[config.mk]
export PLATFORM = sky130hd
export DESIGN_NAME = i2c_rx_burst
export DESIGN_NICKNAME = d
export VERILOG_FILES = /design/src/rtl/i2c_rx_pkg.sv /design/src/rtl/i2c_rx_sclgen.sv /design/src/rtl/i2c_rx_shifter.sv /design/src/rtl/i2c_rx_fifo.sv /design/src/rtl/i2c_rx_burst.sv
export SDC_FILE = /design/constraint.sdc
export NUM_CORES = 1
export LEC_CHECK = 0
export BUFFER_PORTS_ARGS = -buffer_cell sky130_fd_sc_hd__buf_2
export CELL_PAD_IN_SITES_DETAIL_PLACEMENT = 0
export CELL_PAD_IN_SITES_GLOBAL_PLACEMENT = 2
export CORE_MARGIN = 4
export CORE_UTILIZATION = 53
export CTS_CLUSTER_SIZE = 14
export DETAILED_ROUTE_END_ITERATION = 16
export PLACE_DENSITY_LB_ADDON = 0.15
export SKIP_LAST_GASP = 1
export SLEW_MARGIN = 20
export SYNTH_ARGS = -nofsm -noshare
export SYNTH_HDL_FRONTEND = slang
export SYNTH_SLANG_ARGS = --single-unit
[constraint.sdc]
create_clock -name clk -period 9.6 [get_ports clk]
set_input_delay 1.44 -clock clk [delete_from_list [all_inputs] [get_ports clk]]
set_output_delay 1.44 -clock clk [all_outputs]
set_load 0.01 [all_outputs]
[src/rtl/i2c_rx_pkg.sv]
package i2c_rx_pkg;
  localparam int BYTE_W  = 8;
  localparam int ACK_IDX = 8;  // bit slot carrying the acknowledge
  typedef logic [BYTE_W-1:0] byte_t;
  typedef enum logic {ST_IDLE, ST_RUN} rx_state_e;
endpackage

[src/rtl/i2c_rx_sclgen.sv]
module i2c_rx_sclgen #(
  parameter int HALF_CYCLES = 4
) (
  input  logic clk,
  input  logic rst_n,
  input  logic run,
  output logic scl,
  output logic rise_evt,
  output logic fall_evt
);
  localparam int HW = (HALF_CYCLES > 1) ? $clog2(HALF_CYCLES) : 1;

  logic [HW-1:0] half_cnt;
  logic          phase_hi;
  logic          at_end;

  assign at_end = (half_cnt == HW'(HALF_CYCLES - 1));

  always_ff @(posedge clk) begin
    if (!rst_n || !run) begin
      half_cnt <= '0;
      phase_hi <= 1'b0;
    end else if (at_end) begin
      half_cnt <= '0;
      phase_hi <= ~phase_hi;
    end else begin
      half_cnt <= half_cnt + 1'b1;
    end
  end

  assign scl      = run ? phase_hi : 1'b1;
  assign rise_evt = run & ~phase_hi & at_end;
  assign fall_evt = run &  phase_hi & at_end;
endmodule

[src/rtl/i2c_rx_shifter.sv]
module i2c_rx_shifter
  import i2c_rx_pkg::*;
(
  input  logic  clk,
  input  logic  rst_n,
  input  logic  run,
  input  logic  rise_evt,
  input  logic  fall_evt,
  input  logic  sda_in,
  output byte_t rx_byte,
  output logic  byte_ready,
  output logic  slot_end,
  output logic  in_ack_slot
);
  localparam int BCW = $clog2(ACK_IDX + 1);

  logic [BCW-1:0] bit_idx;
  byte_t          shreg;

  always_ff @(posedge clk) begin
    if (!rst_n || !run) begin
      bit_idx <= '0;
    end else if (fall_evt) begin
      bit_idx <= (bit_idx == BCW'(ACK_IDX)) ? '0 : bit_idx + 1'b1;
    end
  end

  always_ff @(posedge clk) begin
    if (!rst_n) begin
      shreg <= '0;
    end else if (rise_evt && (bit_idx < BCW'(ACK_IDX))) begin
      shreg <= {shreg[BYTE_W-2:0], sda_in};
    end
  end

  assign rx_byte     = shreg;
  assign byte_ready  = fall_evt && (bit_idx == BCW'(ACK_IDX - 1));
  assign slot_end    = fall_evt && (bit_idx == BCW'(ACK_IDX));
  assign in_ack_slot = run && (bit_idx == BCW'(ACK_IDX));
endmodule

[src/rtl/i2c_rx_fifo.sv]
module i2c_rx_fifo
  import i2c_rx_pkg::*;
#(
  parameter  int DEPTH = 64,
  localparam int AW    = (DEPTH > 1) ? $clog2(DEPTH) : 1,
  localparam int LW    = $clog2(DEPTH + 1)
) (
  input  logic          clk,
  input  logic          rst_n,
  input  logic          push,
  input  byte_t         push_data,
  input  logic          pop,
  output byte_t         head,
  output logic          not_empty,
  output logic [LW-1:0] level
);
  byte_t         mem [DEPTH];
  logic [AW-1:0] wptr, rptr;
  logic          do_push, do_pop;

  assign not_empty = (level != '0);
  assign do_push   = push && (level != LW'(DEPTH));
  assign do_pop    = pop && not_empty;
  assign head      = not_empty ? mem[rptr] : '0;

  always_ff @(posedge clk) begin
    if (do_push) mem[wptr] <= push_data;
  end

  always_ff @(posedge clk) begin
    if (!rst_n) begin
      wptr  <= '0;
      rptr  <= '0;
      level <= '0;
    end else begin
      if (do_push) wptr <= (wptr == AW'(DEPTH - 1)) ? '0 : wptr + 1'b1;
      if (do_pop)  rptr <= (rptr == AW'(DEPTH - 1)) ? '0 : rptr + 1'b1;
      case ({do_push, do_pop})
        2'b10:   level <= level + 1'b1;
        2'b01:   level <= level - 1'b1;
        default: level <= level;
      endcase
    end
  end
endmodule

[src/rtl/i2c_rx_burst.sv]
module i2c_rx_burst
  import i2c_rx_pkg::*;
#(
  parameter  int DEPTH       = 64,
  parameter  int HALF_CYCLES = 4,
  localparam int CNT_W       = $clog2(DEPTH) + 1
) (
  input  logic             clk,
  input  logic             rst_n,
  input  logic             cmd_valid,
  input  logic [CNT_W-1:0] cmd_count,
  input  logic             cmd_nak_last,
  output logic             busy,
  output logic             read_done,
  output logic             scl_out,
  input  logic             sda_in,
  output logic             sda_pull,
  output logic             rx_valid,
  input  logic             rx_ready,
  output logic [7:0]       rx_data
);
  localparam int LW = $clog2(DEPTH + 1);

  rx_state_e        state;
  logic [CNT_W-1:0] remaining;
  logic             nak_r;
  logic             done_r;
  logic             run, accept;
  logic [CNT_W-1:0] eff_count;
  logic             rise_evt, fall_evt;
  logic             byte_ready, slot_end, in_ack_slot;
  byte_t            rx_byte;
  logic [LW-1:0]    fifo_level;

  assign run       = (state == ST_RUN);
  assign accept    = cmd_valid && !run;
  assign eff_count = (cmd_count > CNT_W'(DEPTH)) ? CNT_W'(DEPTH) : cmd_count;

  always_ff @(posedge clk) begin
    if (!rst_n) begin
      state     <= ST_IDLE;
      remaining <= '0;
      nak_r     <= 1'b0;
      done_r    <= 1'b0;
    end else if (accept) begin
      nak_r     <= cmd_nak_last;
      remaining <= eff_count;
      if (eff_count == '0) begin
        done_r <= 1'b1;
      end else begin
        done_r <= 1'b0;
        state  <= ST_RUN;
      end
    end else if (run && slot_end) begin
      remaining <= remaining - 1'b1;
      if (remaining == CNT_W'(1)) begin
        state  <= ST_IDLE;
        done_r <= 1'b1;
      end
    end
  end

  i2c_rx_sclgen #(.HALF_CYCLES(HALF_CYCLES)) u_scl (
    .clk      (clk),
    .rst_n    (rst_n),
    .run      (run),
    .scl      (scl_out),
    .rise_evt (rise_evt),
    .fall_evt (fall_evt)
  );

  i2c_rx_shifter u_shift (
    .clk         (clk),
    .rst_n       (rst_n),
    .run         (run),
    .rise_evt    (rise_evt),
    .fall_evt    (fall_evt),
    .sda_in      (sda_in),
    .rx_byte     (rx_byte),
    .byte_ready  (byte_ready),
    .slot_end    (slot_end),
    .in_ack_slot (in_ack_slot)
  );

  i2c_rx_fifo #(.DEPTH(DEPTH)) u_fifo (
    .clk       (clk),
    .rst_n     (rst_n),
    .push      (byte_ready),
    .push_data (rx_byte),
    .pop       (rx_ready),
    .head      (rx_data),
    .not_empty (rx_valid),
    .level     (fifo_level)
  );

  assign sda_pull  = in_ack_slot && !((remaining == CNT_W'(1)) && nak_r);
  assign busy      = run;
  assign read_done = done_r;
endmodule

After elaboration in Yosys (flattened, before gate mapping)
Memories as Yosys holds them, arrays and structs flattened. A register that Yosys moved wholly into a read port is not among the register bits. Cells that the tools add are included.

Output and inout bits: 13. Input port bits: 13. Bits in writable memories: 512. Register bits: 44. Memories: 1.

Memory list: u_fifo.mem (words 64, bits a word 8, read ports 1, clocked after Yosys merged registers in 1, write ports 1, RTL line i2c_rx_fifo.sv:17) `byte_t mem [DEPTH];`.

Multiplexer cells: 21. Add/subtract/negate cells: 7. Reductions and logical operators: 22. $lt $le $gt $ge: 2. Bitwise operators: 5. Eq/ne operators: 10.

Operators with widths (number): $mux W6 (4); $mux W7 (3); $pmux W7 S2 (1); $sub A7 B1 Y7 const B (2); $add A6 B1 Y6 const B (2); $eq A6 B6 Y1 const B (2); $mux W1 (11); $logic_and A1 B1 Y1 (10); $mux W8 (1); $add A7 B1 Y7 const B (1); $eq A7 B1 Y1 const B (1); $gt A7 B7 Y1 const B (1); $logic_not A7 Y1 (1); $ne A7 B7 Y1 const B (1); $reduce_bool A7 Y1 (1); $reduce_bool A2 Y1 (3); $add A4 B1 Y4 const B (1); $and A1 B1 Y1 (4); $eq A2 B2 Y1 const B (2); $eq A4 B3 Y1 const B (1); $eq A4 B4 Y1 const B (1); $lt A4 B4 Y1 const B (1); $mux W4 (1); $logic_not A1 Y1 (3); other kinds (8) (8).

Logic depth before layout (Yosys ltp)
Gate-level depths: netlist (run 1).

Depth after elaboration: 6. Mapped depth: 15. Gate-level depth less buffers: 13.

Modules after synthesis
Synthesis (run 1) repeated with hierarchy kept, for this count alone.

Cell total of the unflattened synthesis: 1228. Area total of the unflattened synthesis: 22691.8 sq um.

By module, submodules not included: i2c_rx_fifo (instances 1, cells an instance 1089, area each 21431.8 sq um); i2c_rx_shifter (instances 1, cells an instance 61, area each 563.0 sq um); i2c_rx_burst (instances 1, cells an instance 64, area each 554.3 sq um); i2c_rx_sclgen (instances 1, cells an instance 14, area each 142.6 sq um).

Worst setup path before layout (run 1)
Ideal clock, no wire load.

Kind: in2reg. Start point: in rx_ready. End point: reg u_fifo.level[4]. Buffers on the path: 2. Arrival: 3386 ps. Setup slack: 6099 ps. Stages on the path: 12. Path through: o31ai_4 inv_2 buf_6 ha_1 buf_1 xor2_1 ha_1 a31oi_1 a311o_1 a41oi_2 xor2_1 and2_1.

Word-level cells in the longest chain between the ends: 3. Elaborated cells between the ends (all ways): 5.

RTL lines: start, declared (RTL line i2c_rx_burst.sv:19) `input logic rx_ready,`; $logic_and A1 B1 Y1 (*) (RTL line i2c_rx_fifo.sv:23) `assign do_pop = pop && not_empty;`; net u_fifo.do_pop (RTL line i2c_rx_fifo.sv:19) `logic do_push, do_pop;`; $eq A2 B1 Y1 or $eq A2 B2 Y1 (tied branches) (RTL line i2c_rx_fifo.sv:38) `case ({do_push, do_pop})`; $pmux W7 S2 or $reduce_bool A2 Y1 (tied branches); end signal, assigned (RTL line i2c_rx_fifo.sv:39) `2'b10: level <= level + 1'b1;`; end signal, assigned (RTL line i2c_rx_fifo.sv:40) `2'b01: level <= level - 1'b1;`; end signal, assigned (RTL line i2c_rx_fifo.sv:41) `default: level <= level;`; end, declared (RTL line i2c_rx_fifo.sv:15) `output logic [LW-1:0] level`.

The timed path passes the listed nets; every way through them passes the cells marked *. A chain may end at the register's enable or synchronous reset.

==> impl_metrics.tcl, run 1 <==
set metrics [dict create \
    status "finished clean" \
    setup_viol 0 \
    post_cts_buffers 0 \
    regToRegSetupSlack_ps 6020 \
    fp.dieW_um 214 \
    syn_to_final_growth_pct 11.0 \
    postCtsResizedCells 0 \
    max_slew_margin 0.269 \
    grt_util_met1 0.305 \
    path_cells "buf_16 -> buf_4 -> mux4_2 -> mux2i_1 -> a22oi_1 -> nand2_1 -> o22ai_1 -> buf_2" \
    clock.fmax_ghz 0.193 \
    clk_path_buf_depth 3 \
    maxCapViolations 0 \
    finalMaxSlewViolations 0 \
    antennaDiodeCount 0 \
    drt_iter0_drc 1070 \
    dp_hpwl_um 27200 \
    critPathMaxFanout 57 \
    nets 1247 \
    path_clk_slew_ps 60 \
    start_kind "register" \
    cts_root_buffer "clkbuf_16" \
    cpMaxStageDelayCell "buf_4" \
    pwr-share-seq 0.498 \
    whs_path_depth 1 \
    cp.required_ps 8160 \
    grt-ovfl-total 0 \
    wl_um 45900 \
    start_util 0.535 \
    numPortBuffers 25 \
    nFillCells 3067 \
    clk_latency_ps 590 \
    cellPowerDensity_mw_per_mm2 216 \
    holdPathEnd "u_scl.half_cnt[0]$_SDFF_PP0_" \
    cp-end-kind "output port" \
    ys_ff_latch 562 \
    dr.pass1.iters 5 \
    p_leak_nw 7.68 \
    comb_power_share 0.105 \
    tightest_slew_ps 1100 \
    synth-main-ff-cell "edfxtp_1" \
    cts.htree.levels 2 \
    core_area_sq_mm 0.0419 \
    fp-row-count 75 \
    ir_worst_vdd_mv 0.140 \
    yosys_warnings 0 \
    drive_gt1_frac 0.216 \
    grt_pass1_vias 11100 \
    io_pins 26 \
    p_switching_mw 1.22 \
    hp-start "u_scl.half_cnt[0]$_SDFF_PP0_" \
    finalNonFillerCells 1809 \
    hold_viol_final 0 \
    grt_pass1_wl_um 69900 \
    drc_errors 0 \
    dieArea_sq_mm 0.0456 \
    rr_endpoint "u_fifo.mem[30][3]$_DFFE_PP_" \
    finalSetupTns_ps 0 \
    antenna_found_initial 0 \
    syn-num-nets 1217 \
    syn_avg_cell_area_sq_um 18.7 \
    routedWlPerCell_um 25.3 \
    netlist_instances 1195 \
    cts.sinks 562 \
    r2r-start "u_scl.half_cnt[0]$_SDFF_PP0_" \
    netlist_area_sq_mm 0.0224 \
    cp_data_arrival_time_ps 3750 \
    clock_power_share 0.397 \
    via_count 10900 \
    grt_max_degree 73 \
    netSwitchingFraction 0.227 \
    crit_path_max_incr_delay_ps 730 \
    place_congestion 0.743 \
    reg2reg_depth 7 \
    grt_util_met2 0.330 \
    ant_nets 0 \
    ys_seq_area_frac 0.731 \
    synth-edff-count 512 \
    cts_tree "built" \
    cts_buffers 56 \
    p_int_mw 4.15 \
    min_period_ps 5190 \
    critPathKind "register to output port" \
    timing.final.crit_share 0.540 \
    top_usage_layer "met2" \
    hold_path_class "register to register" \
    ys_types 58 \
    skew_ps 15.2 \
    dp_cells 1705 \
    vias_per_cell 6.03 \
    ys_async_sr_fraction 0 \
    die_h_um 214 \
    cts_hold_buf 0 \
    rsz0062_at_grt "false" \
    track_usage 0.207 \
    met3_usage 0.0402 \
]
-- critical path: cells and delay by family (launching register included) --
family                 cells  cell delay [ps]
buffers and inverters      3             1250
AOI/OAI and AO/OA          2              600
DFF                        1              630
muxes                      2              450
and+or+nand+nor            1              120
-- power groups by stage --
| stage | combinational [mW] | sequential, mW | clock (mW) |
|---|---|---|---|
| detailed placement | 0.567 | 2.73 | 0 |
| floorplan | 0.459 | 2.70 | 0 |
| CTS | 0.569 | 2.68 | 2.18 |
| global placement | 0.568 | 2.73 | 0 |
| finish | 0.562 | 2.68 | 2.13 |
| global route | 0.611 | 2.68 | 2.29 |
-- stage by stage --
stage,hold slack (ps),area (sq um),total power [mW],worst slack [ps],util
2_1_floorplan,404,22400,3.16,6100,-
3_3_place_gp,413,23000,3.30,4720,0.550
3_5_place_dp,419,23000,3.30,4740,0.550
4_1_cts,428,24800,5.43,4110,0.593
5_1_grt,459,24900,5.58,4170,0.594
6_report,428,24900,5.37,4410,0.594
-- synthesized netlist by cell type (2+ instances only) --
master	number	area, sq um
a311o_1	3	30.0
buf_1	14	52.6
nand2_1	61	229
a21oi_1	11	55.1
o311ai_1	2	17.5
ha_1	9	113
nor2b_1	9	56.3
buf_6	3	33.8
nor4_1	3	18.8
nand2b_1	4	25.0
nand4_1	4	25.0
o211a_1	4	40.0
xnor2_1	11	96.3
mux2i_1	66	661
o211ai_1	4	30.0
clkbuf_1	33	124
a32oi_1	3	26.3
nand3_1	10	50.1
nor3_1	10	50.1
a211oi_1	2	15.0
o21ai_0	8	40.0
and2_1	13	81.3
or3b_2	2	17.5
nor2_1	88	330
or3_4	3	33.8
edfxtp_1	512	15400
a21boi_0	15	113
dfxtp_1	50	1000
o311ai_0	2	17.5
buf_2	15	75.1
inv_1	13	48.8
a31oi_1	2	12.5
and3b_1	2	17.5
or3_1	3	18.8
or4_1	2	15.0
xor2_1	9	78.8
mux4_2	128	2880
a22oi_1	32	240
o22ai_1	9	56.3
nand3b_1	3	22.5
-- state kept, by name, summed over array words and instances, names as in the netlist, named ones only --
signal,count
u_fifo.level,7
u_scl.phase_hi,1
u_shift.rx_byte,8
remaining,7
busy,1
u_scl.half_cnt,2
nak_r,1
u_fifo.wptr,6
u_fifo.mem,512
read_done,1
u_fifo.rptr,6
u_shift.bit_idx,4
-- layout by cell type (no fill, tap or decap), drive strengths merged, types with 4 or more instances in the layout --
| cell | count |
|---|---|
| a21boi | 15 |
| a21oi | 12 |
| a22oi | 32 |
| and2 | 13 |
| buf | 37 |
| bufinv | 5 |
| clkbuf | 76 |
| clkinv | 16 |
| clkinvlp | 6 |
| dfxtp | 50 |
| edfxtp | 512 |
| ha | 9 |
| inv | 15 |
| mux2i | 66 |
| mux4 | 128 |
| nand2 | 61 |
| nand2b | 4 |
| nand3 | 10 |
| nand4 | 4 |
| nor2 | 88 |
| nor2b | 9 |
| nor3 | 10 |
| o211a | 4 |
| o211ai | 5 |
| o21ai | 8 |
| o22ai | 9 |
| o311ai | 4 |
| or3 | 7 |
| xnor2 | 11 |
| xor2 | 9 |
-- metal layers --
| metal | vias up | share of wire |
|---|---|---|
| li1 | 4884 | - |
| met1 | 5663 | 0.44 |
| met2 | 310 | 0.48 |
| met3 | 57 | 0.062 |
| met4 | 0 | 0.018 |
| met5 | - | 0 |
-- cell families after synthesis --
group,Yosys count,share of synthesized area
DFF,562,0.731
xor gates and xnor gates,20,0.00782
adders and majority gates,9,0.00503
and+or+nand+nor,224,0.0467
muxes,194,0.158
AOI/OAI and AO/OA,106,0.0358
buffers and inverters,80,0.0153
-- cell type report --
| type | count | area (sq um) | area share |
|---|---|---|---|
| Timing Repair Buffer | 37 | 248 | 0.00997 |
| Inverter | 15 | 56.3 | 0.00226 |
| Clock buffer | 76 | 1510 | 0.0606 |
| Tap cell | 539 | 674 | 0.0271 |
| Sequential cell | 562 | 16400 | 0.660 |
| Clock inverter | 27 | 290 | 0.0117 |
| Multi-Input combinational cell | 553 | 5680 | 0.229 |
-- worst max path at each step --
stage / from / endpoint / depth (start not counted)
6_report: register / rx_data[1] / 8
5_1_grt: register / rx_data[1] / 8
4_1_cts: register / rx_data[1] / 7
2_1_floorplan: rx_ready / u_fifo.level[4]$_SDFFE_PN0P_ / 12
3_3_place_gp: register / rx_data[1] / 7
3_5_place_dp: register / rx_data[1] / 7
(Power assumes the default switching activity.)
==> run 2, diff against run 1 <==
--- a/config.mk
+++ b/config.mk
@@ -5,11 +5,12 @@
 export SDC_FILE = /design/constraint.sdc
 export NUM_CORES = 1
 export LEC_CHECK = 0
+export ABC_AREA = 1
 export BUFFER_PORTS_ARGS = -buffer_cell sky130_fd_sc_hd__buf_2
 export CELL_PAD_IN_SITES_DETAIL_PLACEMENT = 0
 export CELL_PAD_IN_SITES_GLOBAL_PLACEMENT = 2
 export CORE_MARGIN = 4
-export CORE_UTILIZATION = 53
+export CORE_UTILIZATION = 40
 export CTS_CLUSTER_SIZE = 14
 export DETAILED_ROUTE_END_ITERATION = 16
 export PLACE_DENSITY_LB_ADDON = 0.15
==> constraint.sdc (replaced) <==
create_clock -name clk -period 4.3 [get_ports clk]
set_input_delay 0.645 -clock clk [delete_from_list [all_inputs] [get_ports clk]]
set_output_delay 0.645 -clock clk [all_outputs]
set_load 0.01 [all_outputs]
==> run 2 against run 1 <==
Effect of this change:
- sequential power is 120% higher
- critical path type unchanged
- critical endpoint unchanged
- utilization shrank 13 points
- power rose to 2.6 times the previous value
- count of clock-buffer cells in the layout decreased by 6
- routed wire length is 35% higher
- sequential share of layout area is 3.2 points lower
- setup slack got worse by 4200 ps
- area after synthesis grew 2.3%
- clock power up 150%
==> impl_metrics.tcl, run 2 <==
set metrics [dict create \
    largest_register "u_fifo.mem" \
    placed_area_sq_mm 0.0241 \
    cts_hold_buf 0 \
    dp_hpwl_um 35900 \
    hold_viol_final 0 \
    maxCapViolations 0 \
    final_common_cell "edfxtp_1" \
    rr_endpoint "u_fifo.mem[60][3]$_DFFE_PP_" \
    largest_reg_flops 512 \
    track_usage 0.203 \
    ys_ff_latch 562 \
    worst_slack_ps 189 \
    die_h_um 247 \
    clock_power_share 0.375 \
    drc_errors 0 \
    start_util 0.405 \
    layout_common_cells "edfxtp_1 (512), nor2_1 (437), o21ai_0 (248), nand3_1 (144), nand2_1 (107)" \
    antennaDiodeCount 0 \
    drive_gt1_frac 0.107 \
    ys_async_sr_fraction 0 \
    finalSetupTns_ps 0 \
    yosys.area.top_type "edfxtp_1" \
    synth.most_common_cell "edfxtp_1" \
    regToRegSetupSlack_ps 1210 \
    cellPowerDensity_mw_per_mm2 542 \
    routedWlPerCell_um 22.4 \
    nets 1983 \
    ys_types 39 \
    yosys_warnings 0 \
    numPortBuffers 25 \
    fp.dieW_um 247 \
    netlist_area_sq_mm 0.0229 \
    syn-num-nets 1932 \
    netSwitchingFraction 0.301 \
    path_clk_slew_ps 60 \
    hp-start "sda_in" \
    clk_path_buf_depth 3 \
    dr.pass1.iters 5 \
    grt-ovfl-total 0 \
    p_switching_mw 4.26 \
    synth-edff-count 512 \
    cp-end-kind "output port" \
    wl_um 62000 \
    critPathMaxFanout 67 \
    core_area_sq_mm 0.0566 \
    hold_path_class "input port to register" \
    grt_pass1_vias 14300 \
    tightest_slew_ps 1070 \
    ant_nets 0 \
    cts_root_buffer "clkbuf_16" \
    setup_viol 0 \
    synth_top_area_share 0.671 \
    critPathKind "register to output port" \
    power.total_mw 14.2 \
    status "finished clean" \
    place_congestion 0.798 \
    p_int_mw 9.90 \
    drt_iter0_drc 1308 \
    rsz0062_at_grt "false" \
    cp.required_ps 3650 \
    via_count 14900 \
    grt_max_degree 163 \
    grt_pass1_wl_um 93800 \
    max_slew_margin 0.281 \
    clock.fmax_ghz 0.243 \
    fp-row-count 87 \
    cts.htree.levels 2 \
    cts.sinks 562 \
    clk_latency_ps 630 \
    skew_ps 28.9 \
    io_pins 26 \
    syn_to_final_growth_pct 14.0 \
    netlist_instances 1910 \
    antenna_found_initial 0 \
    p_leak_nw 7.90 \
    finalMaxSlewViolations 0 \
    reg2reg_depth 7 \
    cp_data_arrival_time_ps 3470 \
    synth_top_cells_by_count "edfxtp_1 (512), nor2_1 (437), o21ai_0 (248), nand3_1 (144), nand2_1 (107)" \
    synth-main-ff-cell "edfxtp_1" \
    synth_area_leaders "edfxtp_1 (67%), nor2_1 (7.2%), o21ai_0 (5.4%)" \
    post-place-ws_ps 797 \
    ir_worst_vdd_mv 0.403 \
    start_kind "register" \
    nFillCells 5205 \
    dieArea_sq_mm 0.0612 \
    r2r-start "u_scl.half_cnt[0]$_SDFF_PP0_" \
    vias_per_cell 5.38 \
    min_period_ps 4110 \
    ys_seq_area_frac 0.714 \
    fin_area_sq_mm 0.0261 \
    pwr-share-seq 0.423 \
    cts_buffers 60 \
    comb_power_share 0.201 \
    endpoint "rx_data[1]" \
    timing.final.crit_share 0.956 \
    syn_avg_cell_area_sq_um 12.0 \
    final_core_util 0.462 \
    cts_tree "built" \
]
[run 2: cell types whose count changed in the layout (fill, tap and decap cells not counted), moves of 40 or more]
| cell | delta |
|---|---|
| a21oi_1 | +40 |
| buf_4 | +63 |
| mux4_2 | -128 |
| o21ai_0 | +240 |
| mux2i_1 | -66 |
| nand3_1 | +134 |
| o211ai_1 | +69 |
| o221ai_1 | +40 |
| nor2_1 | +350 |
| nand2_1 | +46 |
[run 2: cell type report]
| class | count | area, sq um | area share |
|---|---|---|---|
| Clock buffer | 70 | 1540 | 0.0589 |
| Sequential cell | 562 | 16400 | 0.628 |
| Clock inverter | 42 | 474 | 0.0182 |
| Multi-Input combinational cell | 1179 | 5770 | 0.221 |
| Timing Repair Buffer | 104 | 793 | 0.0304 |
| Inverter | 54 | 213 | 0.00814 |
| Tap cell | 756 | 946 | 0.0362 |
[run 2: logic make-up after synthesis]
| family | synth area share |
|---|---|
| adder cells (fa/ha/maj) | 0.00491 |
| AO/OA/AOI/OAI | 0.113 |
| AND/OR/NAND/NOR | 0.128 |
| XOR/XNOR | 0.00535 |
| flip-flops | 0.714 |
| buffers and inverters | 0.0341 |
[run 2: what timing repair did]
item | in CTS | in global routing
endpoints found under the setup margin | 0 | 1
resized for setup | 0 | 1
setup buffers | 0 | 0
[run 2: worst min path at each step]
stage                     slack [ps]                              end  cells after the start
final                            300  u_shift.rx_byte[0]$_SDFFE_PN0P_                      3
after global routing             300  u_shift.rx_byte[0]$_SDFFE_PN0P_                      3
after CTS                        270               nak_r$_SDFFE_PN0P_                      3
after detailed placement         430     u_scl.half_cnt[0]$_SDFF_PP0_                      1
after global placement           420     u_scl.half_cnt[0]$_SDFF_PP0_                      1
after floorplan                  400     u_scl.half_cnt[0]$_SDFF_PP0_                      1
[run 2: worst max-delay path, stage by stage, from the launching register on]
cell,delay (ps)
dfxtp_2,340
inv_6,380
buf_12,390
buf_4,250
o21ai_0,100
o211ai_1,170
nand3_1,130
nand3_1,250
nand3_1,130
a21oi_1,450
buf_2,230
[run 2: routing by layer]
metal / routed length [um] / GRT usage / up-vias
met5: 0 / 0 / -
met3: 3020 / 0.0315 / 100
met2: 28300 / 0.316 / 344
met1: 29100 / 0.296 / 7371
met4: 1620 / 0.0611 / 0
li1: - / - / 7064
[run 2: through the flow]
stage / instances / hold WS (ps)
floorplan: 1910 / 404
global placement: 2655 / 417
detailed placement: 2655 / 429
CTS: 2767 / 274
global route: 2767 / 299
finish: 2767 / 297
[run 2: power by group through the flow]
stage	clock (mW)	combinational, mW	sequential, mW
final	5.31	2.85	6.00
after global routing	5.65	3.19	6.00
after CTS	5.42	2.88	6.00
after detailed placement	0	2.87	6.11
after global placement	0	2.87	6.11
after floorplan	0	1.97	6.09
